$ cat src/rtl/mpcreg_pkg.sv
package mpcreg_pkg;

  typedef enum logic [3:0] {
    RS_NONE, RS_CTRL, RS_MAX, RS_CFG, RS_IDX, RS_DATA, RS_STAT,
    RS_CLR, RS_EN, RS_INFO1, RS_INFO2, RS_SET, RS_ID
  } reg_sel_e;

  localparam logic [31:0] CTRL_KEEP_MASK = 32'h8000_0110;
  localparam logic [31:0] CTRL_RESET     = 32'h0000_0100;
  localparam int unsigned CTRL_AUTO_BIT  = 8;
  localparam int unsigned CTRL_LOCK_BIT  = 31;

  // Deposit the right-aligned sub-word of new_d into old_w at the addressed lane.
  function automatic logic [31:0] lane_merge(input logic [31:0] old_w,
                                             input logic [31:0] new_d,
                                             input logic [1:0]  sz,
                                             input logic [1:0]  lane);
    logic [31:0] r;
    r = old_w;
    case (sz)
      2'd0:    r[int'(lane) * 8 +: 8]     = new_d[7:0];
      2'd1:    r[int'(lane[1]) * 16 +: 16] = new_d[15:0];
      default: r = new_d;
    endcase
    return r;
  endfunction

  // Pull the addressed lane(s) out of a word, right-aligned, zero filled.
  function automatic logic [31:0] lane_extract(input logic [31:0] w,
                                               input logic [1:0]  sz,
                                               input logic [1:0]  lane);
    logic [31:0] s;
    case (sz)
      2'd0: begin
        s = w >> (int'(lane) * 8);
        return {24'h0, s[7:0]};
      end
      2'd1: begin
        s = w >> (int'(lane[1]) * 16);
        return {16'h0, s[15:0]};
      end
      default: return w;
    endcase
  endfunction

  function automatic logic [31:0] wrap_index(input logic [31:0] v, input int unsigned n);
    return v % n;
  endfunction

  function automatic logic [7:0] id_byte(input logic [3:0] n);
    case (n)
      4'd0:  return 8'h04;
      4'd4:  return 8'h60;
      4'd5:  return 8'hB8;
      4'd6:  return 8'h1B;
      4'd8:  return 8'h0D;
      4'd9:  return 8'hF0;
      4'd10: return 8'h05;
      4'd11: return 8'hB1;
      default: return 8'h00;
    endcase
  endfunction

endpackage

$ cat src/rtl/mpcreg_decode.sv
module mpcreg_decode
  import mpcreg_pkg::*;
(
  input  logic [11:0] addr,
  input  logic        secure,
  output reg_sel_e    sel,
  output logic        ns_denied
);
  always_comb begin
    sel = RS_NONE;
    if (addr[11:2] >= 10'h3F4) begin
      sel = RS_ID;
    end else begin
      case (addr[11:2])
        10'h000: sel = RS_CTRL;
        10'h004: sel = RS_MAX;
        10'h005: sel = RS_CFG;
        10'h006: sel = RS_IDX;
        10'h007: sel = RS_DATA;
        10'h008: sel = RS_STAT;
        10'h009: sel = RS_CLR;
        10'h00A: sel = RS_EN;
        10'h00B: sel = RS_INFO1;
        10'h00C: sel = RS_INFO2;
        10'h00D: sel = RS_SET;
        default: sel = RS_NONE;
      endcase
    end
  end

  assign ns_denied = !secure && (addr[11:2] < 10'h3F4);
endmodule

$ cat src/rtl/mpcreg_table.sv
module mpcreg_table
  import mpcreg_pkg::*;
#(
  parameter int unsigned NUM_WORDS = 5,
  parameter int unsigned IDX_W     = 3
) (
  input  logic             clk,
  input  logic             rst_n,
  input  logic             idx_we,
  input  logic [31:0]      idx_wval,
  input  logic             data_we,
  input  logic [31:0]      data_wval,
  input  logic             advance,
  input  logic [IDX_W-1:0] rd_idx,
  output logic [IDX_W-1:0] idx_q,
  output logic [31:0]      cur_word,
  output logic [31:0]      rd_word
);
  localparam logic [IDX_W-1:0] LAST_IDX = IDX_W'(NUM_WORDS - 1);

  logic [31:0] words [NUM_WORDS];
  logic [31:0] idx_mod;

  assign idx_mod = wrap_index(idx_wval, NUM_WORDS);

  always_ff @(posedge clk) begin
    if (!rst_n) begin
      idx_q <= '0;
    end else if (idx_we) begin
      idx_q <= idx_mod[IDX_W-1:0];
    end else if (advance) begin
      idx_q <= (idx_q == LAST_IDX) ? '0 : idx_q + 1'b1;
    end
  end

  for (genvar g = 0; g < NUM_WORDS; g++) begin : g_word
    always_ff @(posedge clk) begin
      if (!rst_n) begin
        words[g] <= '0;
      end else if (data_we && (32'(idx_q) == g)) begin
        words[g] <= data_wval;
      end
    end
  end

  always_comb begin
    cur_word = '0;
    rd_word  = '0;
    for (int i = 0; i < NUM_WORDS; i++) begin
      if (32'(idx_q) == i)  cur_word = words[i];
      if (32'(rd_idx) == i) rd_word  = words[i];
    end
  end
endmodule

$ cat src/rtl/mpcreg_irq.sv
module mpcreg_irq (
  input  logic        clk,
  input  logic        rst_n,
  input  logic        set_ev,
  input  logic        clr_ev,
  input  logic        en_we,
  input  logic        en_val,
  input  logic        viol_valid,
  input  logic [31:0] viol_addr,
  input  logic [15:0] viol_master,
  input  logic        viol_nonsec,
  input  logic        viol_cfg_ns,
  output logic        stat_q,
  output logic        en_q,
  output logic [31:0] info1_q,
  output logic [31:0] info2_q,
  output logic        capture_ev,
  output logic        irq
);
  assign capture_ev = viol_valid && !stat_q;

  always_ff @(posedge clk) begin
    if (!rst_n) begin
      stat_q  <= 1'b0;
      en_q    <= 1'b1;
      info1_q <= '0;
      info2_q <= '0;
    end else begin
      if (clr_ev)                       stat_q <= 1'b0;
      else if (set_ev || capture_ev)    stat_q <= 1'b1;
      if (en_we) en_q <= en_val;
      if (capture_ev) begin
        info1_q <= viol_addr;
        info2_q <= {14'h0, viol_cfg_ns, viol_nonsec, viol_master};
      end
    end
  end

  assign irq = stat_q && en_q;
endmodule

$ cat src/rtl/mpc_cfg_regs.sv
module mpc_cfg_regs
  import mpcreg_pkg::*;
#(
  parameter int unsigned NUM_WORDS = 5,
  parameter int unsigned BLK_LOG2  = 12,
  localparam int unsigned IDX_W    = (NUM_WORDS > 1) ? $clog2(NUM_WORDS) : 1
) (
  input  logic             clk,
  input  logic             rst_n,
  input  logic             req_valid,
  input  logic             req_write,
  input  logic [11:0]      req_addr,
  input  logic [1:0]       req_size,
  input  logic [31:0]      req_wdata,
  input  logic             req_secure,
  output logic [31:0]      rsp_rdata,
  output logic             irq,
  input  logic [IDX_W-1:0] lut_rd_idx,
  output logic [31:0]      lut_rd_word,
  input  logic             viol_valid,
  input  logic [31:0]      viol_addr,
  input  logic [15:0]      viol_master,
  input  logic             viol_nonsec,
  input  logic             viol_cfg_ns
);
  reg_sel_e         sel;
  logic             ns_denied;
  logic [31:0]      ctrl_q;
  logic [IDX_W-1:0] idx_q;
  logic [31:0]      cur_word;
  logic             stat_q, en_q, capture_ev;
  logic [31:0]      info1_q, info2_q;
  logic [31:0]      merge_base, wval, reg_word;

  // Named internal events
  logic acc_ok, wr_ok, rd_ok, full_word, locked;
  logic ctrl_we, idx_we, data_we, data_rd, advance_ev, en_we, set_ev, clr_ev;

  mpcreg_decode u_dec (
    .addr(req_addr), .secure(req_secure), .sel(sel), .ns_denied(ns_denied)
  );

  assign acc_ok    = req_valid && !ns_denied;
  assign wr_ok     = acc_ok && req_write;
  assign rd_ok     = acc_ok && !req_write;
  assign full_word = req_size[1];
  assign locked    = ctrl_q[CTRL_LOCK_BIT];

  always_comb begin
    case (sel)
      RS_CTRL: merge_base = ctrl_q;
      RS_IDX:  merge_base = 32'(idx_q);
      RS_DATA: merge_base = cur_word;
      default: merge_base = '0;
    endcase
  end

  assign wval = lane_merge(merge_base, req_wdata, req_size, req_addr[1:0]);

  assign ctrl_we    = wr_ok && (sel == RS_CTRL) && !locked;
  assign idx_we     = wr_ok && (sel == RS_IDX);
  assign data_we    = wr_ok && (sel == RS_DATA) && !locked;
  assign data_rd    = rd_ok && (sel == RS_DATA);
  assign advance_ev = (data_we || data_rd) && full_word && ctrl_q[CTRL_AUTO_BIT];
  assign en_we      = wr_ok && (sel == RS_EN) && !locked;
  assign set_ev     = wr_ok && (sel == RS_SET) && wval[0];
  assign clr_ev     = wr_ok && (sel == RS_CLR) && wval[0];

  always_ff @(posedge clk) begin
    if (!rst_n)       ctrl_q <= CTRL_RESET;
    else if (ctrl_we) ctrl_q <= wval & CTRL_KEEP_MASK;
  end

  mpcreg_table #(.NUM_WORDS(NUM_WORDS), .IDX_W(IDX_W)) u_tab (
    .clk(clk), .rst_n(rst_n),
    .idx_we(idx_we), .idx_wval(wval),
    .data_we(data_we), .data_wval(wval),
    .advance(advance_ev), .rd_idx(lut_rd_idx),
    .idx_q(idx_q), .cur_word(cur_word), .rd_word(lut_rd_word)
  );

  mpcreg_irq u_irq (
    .clk(clk), .rst_n(rst_n),
    .set_ev(set_ev), .clr_ev(clr_ev), .en_we(en_we), .en_val(wval[0]),
    .viol_valid(viol_valid), .viol_addr(viol_addr), .viol_master(viol_master),
    .viol_nonsec(viol_nonsec), .viol_cfg_ns(viol_cfg_ns),
    .stat_q(stat_q), .en_q(en_q), .info1_q(info1_q), .info2_q(info2_q),
    .capture_ev(capture_ev), .irq(irq)
  );

  always_comb begin
    case (sel)
      RS_CTRL:  reg_word = ctrl_q;
      RS_MAX:   reg_word = 32'(NUM_WORDS - 1);
      RS_CFG:   reg_word = 32'(BLK_LOG2 - 5);
      RS_IDX:   reg_word = 32'(idx_q);
      RS_DATA:  reg_word = cur_word;
      RS_STAT:  reg_word = {31'h0, stat_q};
      RS_EN:    reg_word = {31'h0, en_q};
      RS_INFO1: reg_word = info1_q;
      RS_INFO2: reg_word = info2_q;
      RS_ID:    reg_word = {24'h0, id_byte(req_addr[5:2] - 4'd4)};
      default:  reg_word = '0;
    endcase
  end

  assign rsp_rdata = rd_ok ? lane_extract(reg_word, req_size, req_addr[1:0]) : 32'h0;
endmodule

$ cat config.mk
export PLATFORM = sky130hd
export DESIGN_NAME = mpc_cfg_regs
export DESIGN_NICKNAME = d
export VERILOG_FILES = /design/src/rtl/mpcreg_pkg.sv /design/src/rtl/mpcreg_decode.sv /design/src/rtl/mpcreg_table.sv /design/src/rtl/mpcreg_irq.sv /design/src/rtl/mpc_cfg_regs.sv
export SDC_FILE = /design/constraint.sdc
export NUM_CORES = 1
export LEC_CHECK = 0
export BUFFER_PORTS_ARGS = -buffer_cell sky130_fd_sc_hd__buf_2
export CORE_MARGIN = 2
export CORE_UTILIZATION = 35
export DETAILED_ROUTE_END_ITERATION = 6
export GPL_ROUTABILITY_DRIVEN = 0
export MAX_ROUTING_LAYER = met4
export REMOVE_ABC_BUFFERS = 1
export SYNTH_ARGS = -nofsm -noshare
export SYNTH_HDL_FRONTEND = slang
export SYNTH_SLANG_ARGS = --single-unit
$ cat constraint.sdc
create_clock -name clk -period 19.2 [get_ports clk]
set_input_delay 1.92 -clock clk [delete_from_list [all_inputs] [get_ports clk]]
set_output_delay 1.92 -clock clk [all_outputs]
set_load 0.02 [all_outputs]
==> impl_results.md <==
* Syn avg cell area at 7.934 sq um
* Synth Instances at 2,286
* Gate power share at 0.530
* Final setup vio count at 0
* Clock Tree Root: clkbuf_16
* DIE WIDTH at 231.6 um
* Min Hold Slack at 0.4679 ns
* Layout cell share with drive strength beyond 1 at 0.1544
* Worst-Margin Slew at 1.277 ns
* Max FO, Critical Path at 22
* Leakage at 7.510 nW
* Antenna violations before repair at 0
* Nets at 2,473
* Vias/cell at 6.477
* Final Max Slew Viols at 0
* Vias in the first global route at 18,410
* Pre-CTS setup slack at 1.059 ns
* Async SR Flop Fraction at 0
* Status: finished, violations left
* P_sw at 0.9454 mW
* VDD IR-drop max at 0.07992 mV
* Pwr dens at 106.3 nW/um^2
* Chip Height at 231.6 um
* Sw Share at 0.4360
* Crit path launch type: input pin
* Final Skew at 0.01758 ns
* Flop pwr share at 0.245
* Int Pwr at 1.223 mW
* GR Util All Layers at 0.2777
* TritonCTS clock tree: yes
* Core area at 51,300 sq um
* H-Tree Depth at 1
* Synth Flop Type: edfxtp_1
* Arr. time, crit path at 18.27 ns
* CTS sink count at 218
* Clk slew on worst S/H paths at 0.06 ns
* Initial Utilization at 0.3535
* Max Fclk at 56.10 MHz
* Initial DRC Count at 2,680
* CTS Buf Count at 25
* Worst-Skew Late Latency at 0.56 ns
* I/O pin total at 170
* Crit Path Class: input pin to flip-flop
* Sequential share of the synthesized area at 0.3289
* Slew HR at 0.1489
* Max cap viols at 0
* Clock Power Share at 0.225
* Crit share post-route at 0.9284
* Antenna-violating nets left at 0
* Setup crit end kind: flip-flop
* # DRC at 3
* Vias at 19,740
* Pin count of the biggest net entering global routing at 69
* First-pass GRT wire length at 113,000 um
* Worst hold path class: flip-flop to flip-flop
* Failing checks: design-rule violations
* Max incr delay on CP at 0.80 ns
* Mapped cell area at 18,140 sq um
* #FFs+latches synth at 218
* Setup WS post-layout at 1.374 ns
* Critical path required time at 19.64 ns
* CP most frequent cell: nor2_1
* Cell row count at 83
* Die area at 53,650 sq um
* EDFF count, synth at 160
* GR Overflow Total at 0
* Fin crit period at 17.83 ns
* Area delta synth->final at 12.53%
* Final hold violations at 0
* Port bufs at 169
* Distinct cell type count after synthesis at 110
* Clock Path Buffers at 3
* Warnings, synthesis at 0
* Setup tns final at 0 ns
* RSZ-0062 raised after global routing: false
* Wire per inst at 24.74 um
* Crit-path slowest cell: and2_1
* Detailed Route WL at 75,400 um
* Hpwl dp at 51,270 um
* Drt first pass iters at 7
[area by class of cell]
| class | instances | area (sq um) |
|---|---|---|
| Antenna cell | 4 | 10.01 |
| Clock inverter | 16 | 173.9 |
| Inverter | 43 | 161.4 |
| Multi-Input combinational cell | 1828 | 11300 |
| Timing Repair Buffer | 229 | 1299 |
| Sequential cell | 218 | 5966 |
| Fill cell | 5211 | 30890 |
| Clock buffer | 30 | 644.4 |
| Tap cell | 680 | 850.8 |
[through the flow]
step                total power [mW]  utilization  area, sq um  std cells
floorplan                      1.365            -        17340       2089
global placement               1.629       0.3811        19550       2995
detailed placement             1.654       0.3811        19550       2995
CTS                            2.140       0.3971        20370       3041
global route                   2.291       0.3976        20400       3044
finish                         2.168       0.3978        20410       3048
[state kept, by name, summed over array words and instances, names as in the netlist]
| register | count |
|---|---|
| u_tab.idx_q | 3 |
| ctrl_q | 3 |
| u_irq.info2_q | 18 |
| u_tab.words | 160 |
| u_irq.en_q | 1 |
| u_irq.info1_q | 32 |
| u_irq.stat_q | 1 |
[cells in the mapped netlist (19+ instances only)]
library cell / instances / area [sq um]
a21oi_1: 139 / 695.7
nand2_1: 263 / 987.2
ha_1: 23 / 287.8
a221o_1: 19 / 190.2
buf_2: 25 / 125.1
nand3_1: 60 / 300.3
nor4_1: 20 / 125.1
o21ai_0: 100 / 500.5
a221oi_1: 26 / 227.7
and3_1: 20 / 125.1
a21boi_0: 53 / 397.9
edfxtp_1: 160 / 4805
o22ai_1: 46 / 287.8
a21o_1: 19 / 142.6
nor2_1: 370 / 1389
nor3_1: 64 / 320.3
dfxtp_1: 58 / 1161
a222oi_1: 21 / 210.2
a211oi_1: 19 / 142.6
clkbuf_1: 151 / 566.8
o211ai_1: 28 / 210.2
a22oi_1: 80 / 600.6
inv_1: 43 / 161.4
mux2i_1: 41 / 410.4
[final timing paths]
kind	start	slack (ns)	to	cells after the start
worst max-delay path	req_addr[1]	1.37	u_tab.idx_q[1]	56
worst min register to register	u_irq.info2_q[11]	0.47	u_irq.info2_q[11]	2
worst min-delay path	u_irq.info2_q[11]	0.47	u_irq.info2_q[11]	2
worst max register to register	u_tab.idx_q[2]	2.56	u_tab.idx_q[1]	57
[logic make-up after synthesis]
family | share of synthesized area
and+or+nand+nor | 0.2346
AOI/OAI and AO/OA | 0.3246
buffers and inverters | 0.05264
DFF | 0.3289
muxes | 0.03505
adders and majority gates | 0.01642
xor gates and xnor gates | 0.007727
[worst max-delay path, delay by kind of cell]
kind                     cells  cell delay (ns)
AO/OA/AOI/OAI               23             7.33
XOR/XNOR                     1             0.18
adder cells (fa/ha/maj)      3             0.96
buffers and inverters        3             0.69
multiplexers                 3             0.60
AND/OR/NAND/NOR             23             6.58
[power groups by stage]
stage | combinational [mW] | clock, mW | sequential [mW]
5_1_grt | 1.25 | 0.508 | 0.533
3_3_place_gp | 1.09 | 0 | 0.541
4_1_cts | 1.12 | 0.490 | 0.531
6_report | 1.15 | 0.487 | 0.532
2_1_floorplan | 0.827 | 0 | 0.538
3_5_place_dp | 1.11 | 0 | 0.541
[cell usage in the layout, fill, tap and decap left out, types with 10 or more instances in the layout]
cell / n
buf_2: 168
buf_4: 61
ha_1: 21
a21oi_1: 138
nand2_1: 263
nand4_1: 16
o21a_1: 14
or3_1: 15
nand2b_1: 12
o2111ai_1: 15
o211ai_1: 28
nor2_1: 370
o21ai_0: 97
xnor2_1: 15
nor4_1: 18
o31ai_1: 13
o22ai_1: 46
a211oi_1: 19
a21boi_0: 53
edfxtp_1: 160
a21o_1: 19
a222oi_1: 21
mux2i_1: 41
clkbuf_16: 25
o21ai_1: 20
a22oi_1: 80
o22a_1: 10
o221ai_1: 12
inv_1: 43
a31oi_1: 18
a221oi_1: 24
nand3_1: 60
nand3b_1: 10
nor3_1: 64
and3_1: 20
dfxtp_1: 58
a221o_1: 19
and2_1: 15
[routing by layer]
metal  global-route usage  vias to the layer above  share of wire
li1                     -                     8822              -
met1               0.3472                     9306           0.39
met2               0.4400                     1354           0.45
met3              0.04306                      259           0.11
met4               0.1306                        0          0.053
met5                    -                        -              0
[repair_timing]
action                                  4_1_cts  5_1_grt
hold buffers                                  0        0
setup buffers                                 0        3
endpoints found under the setup margin        0        1
resized for setup                             0        1
Power figures use the tool's default switching activity.
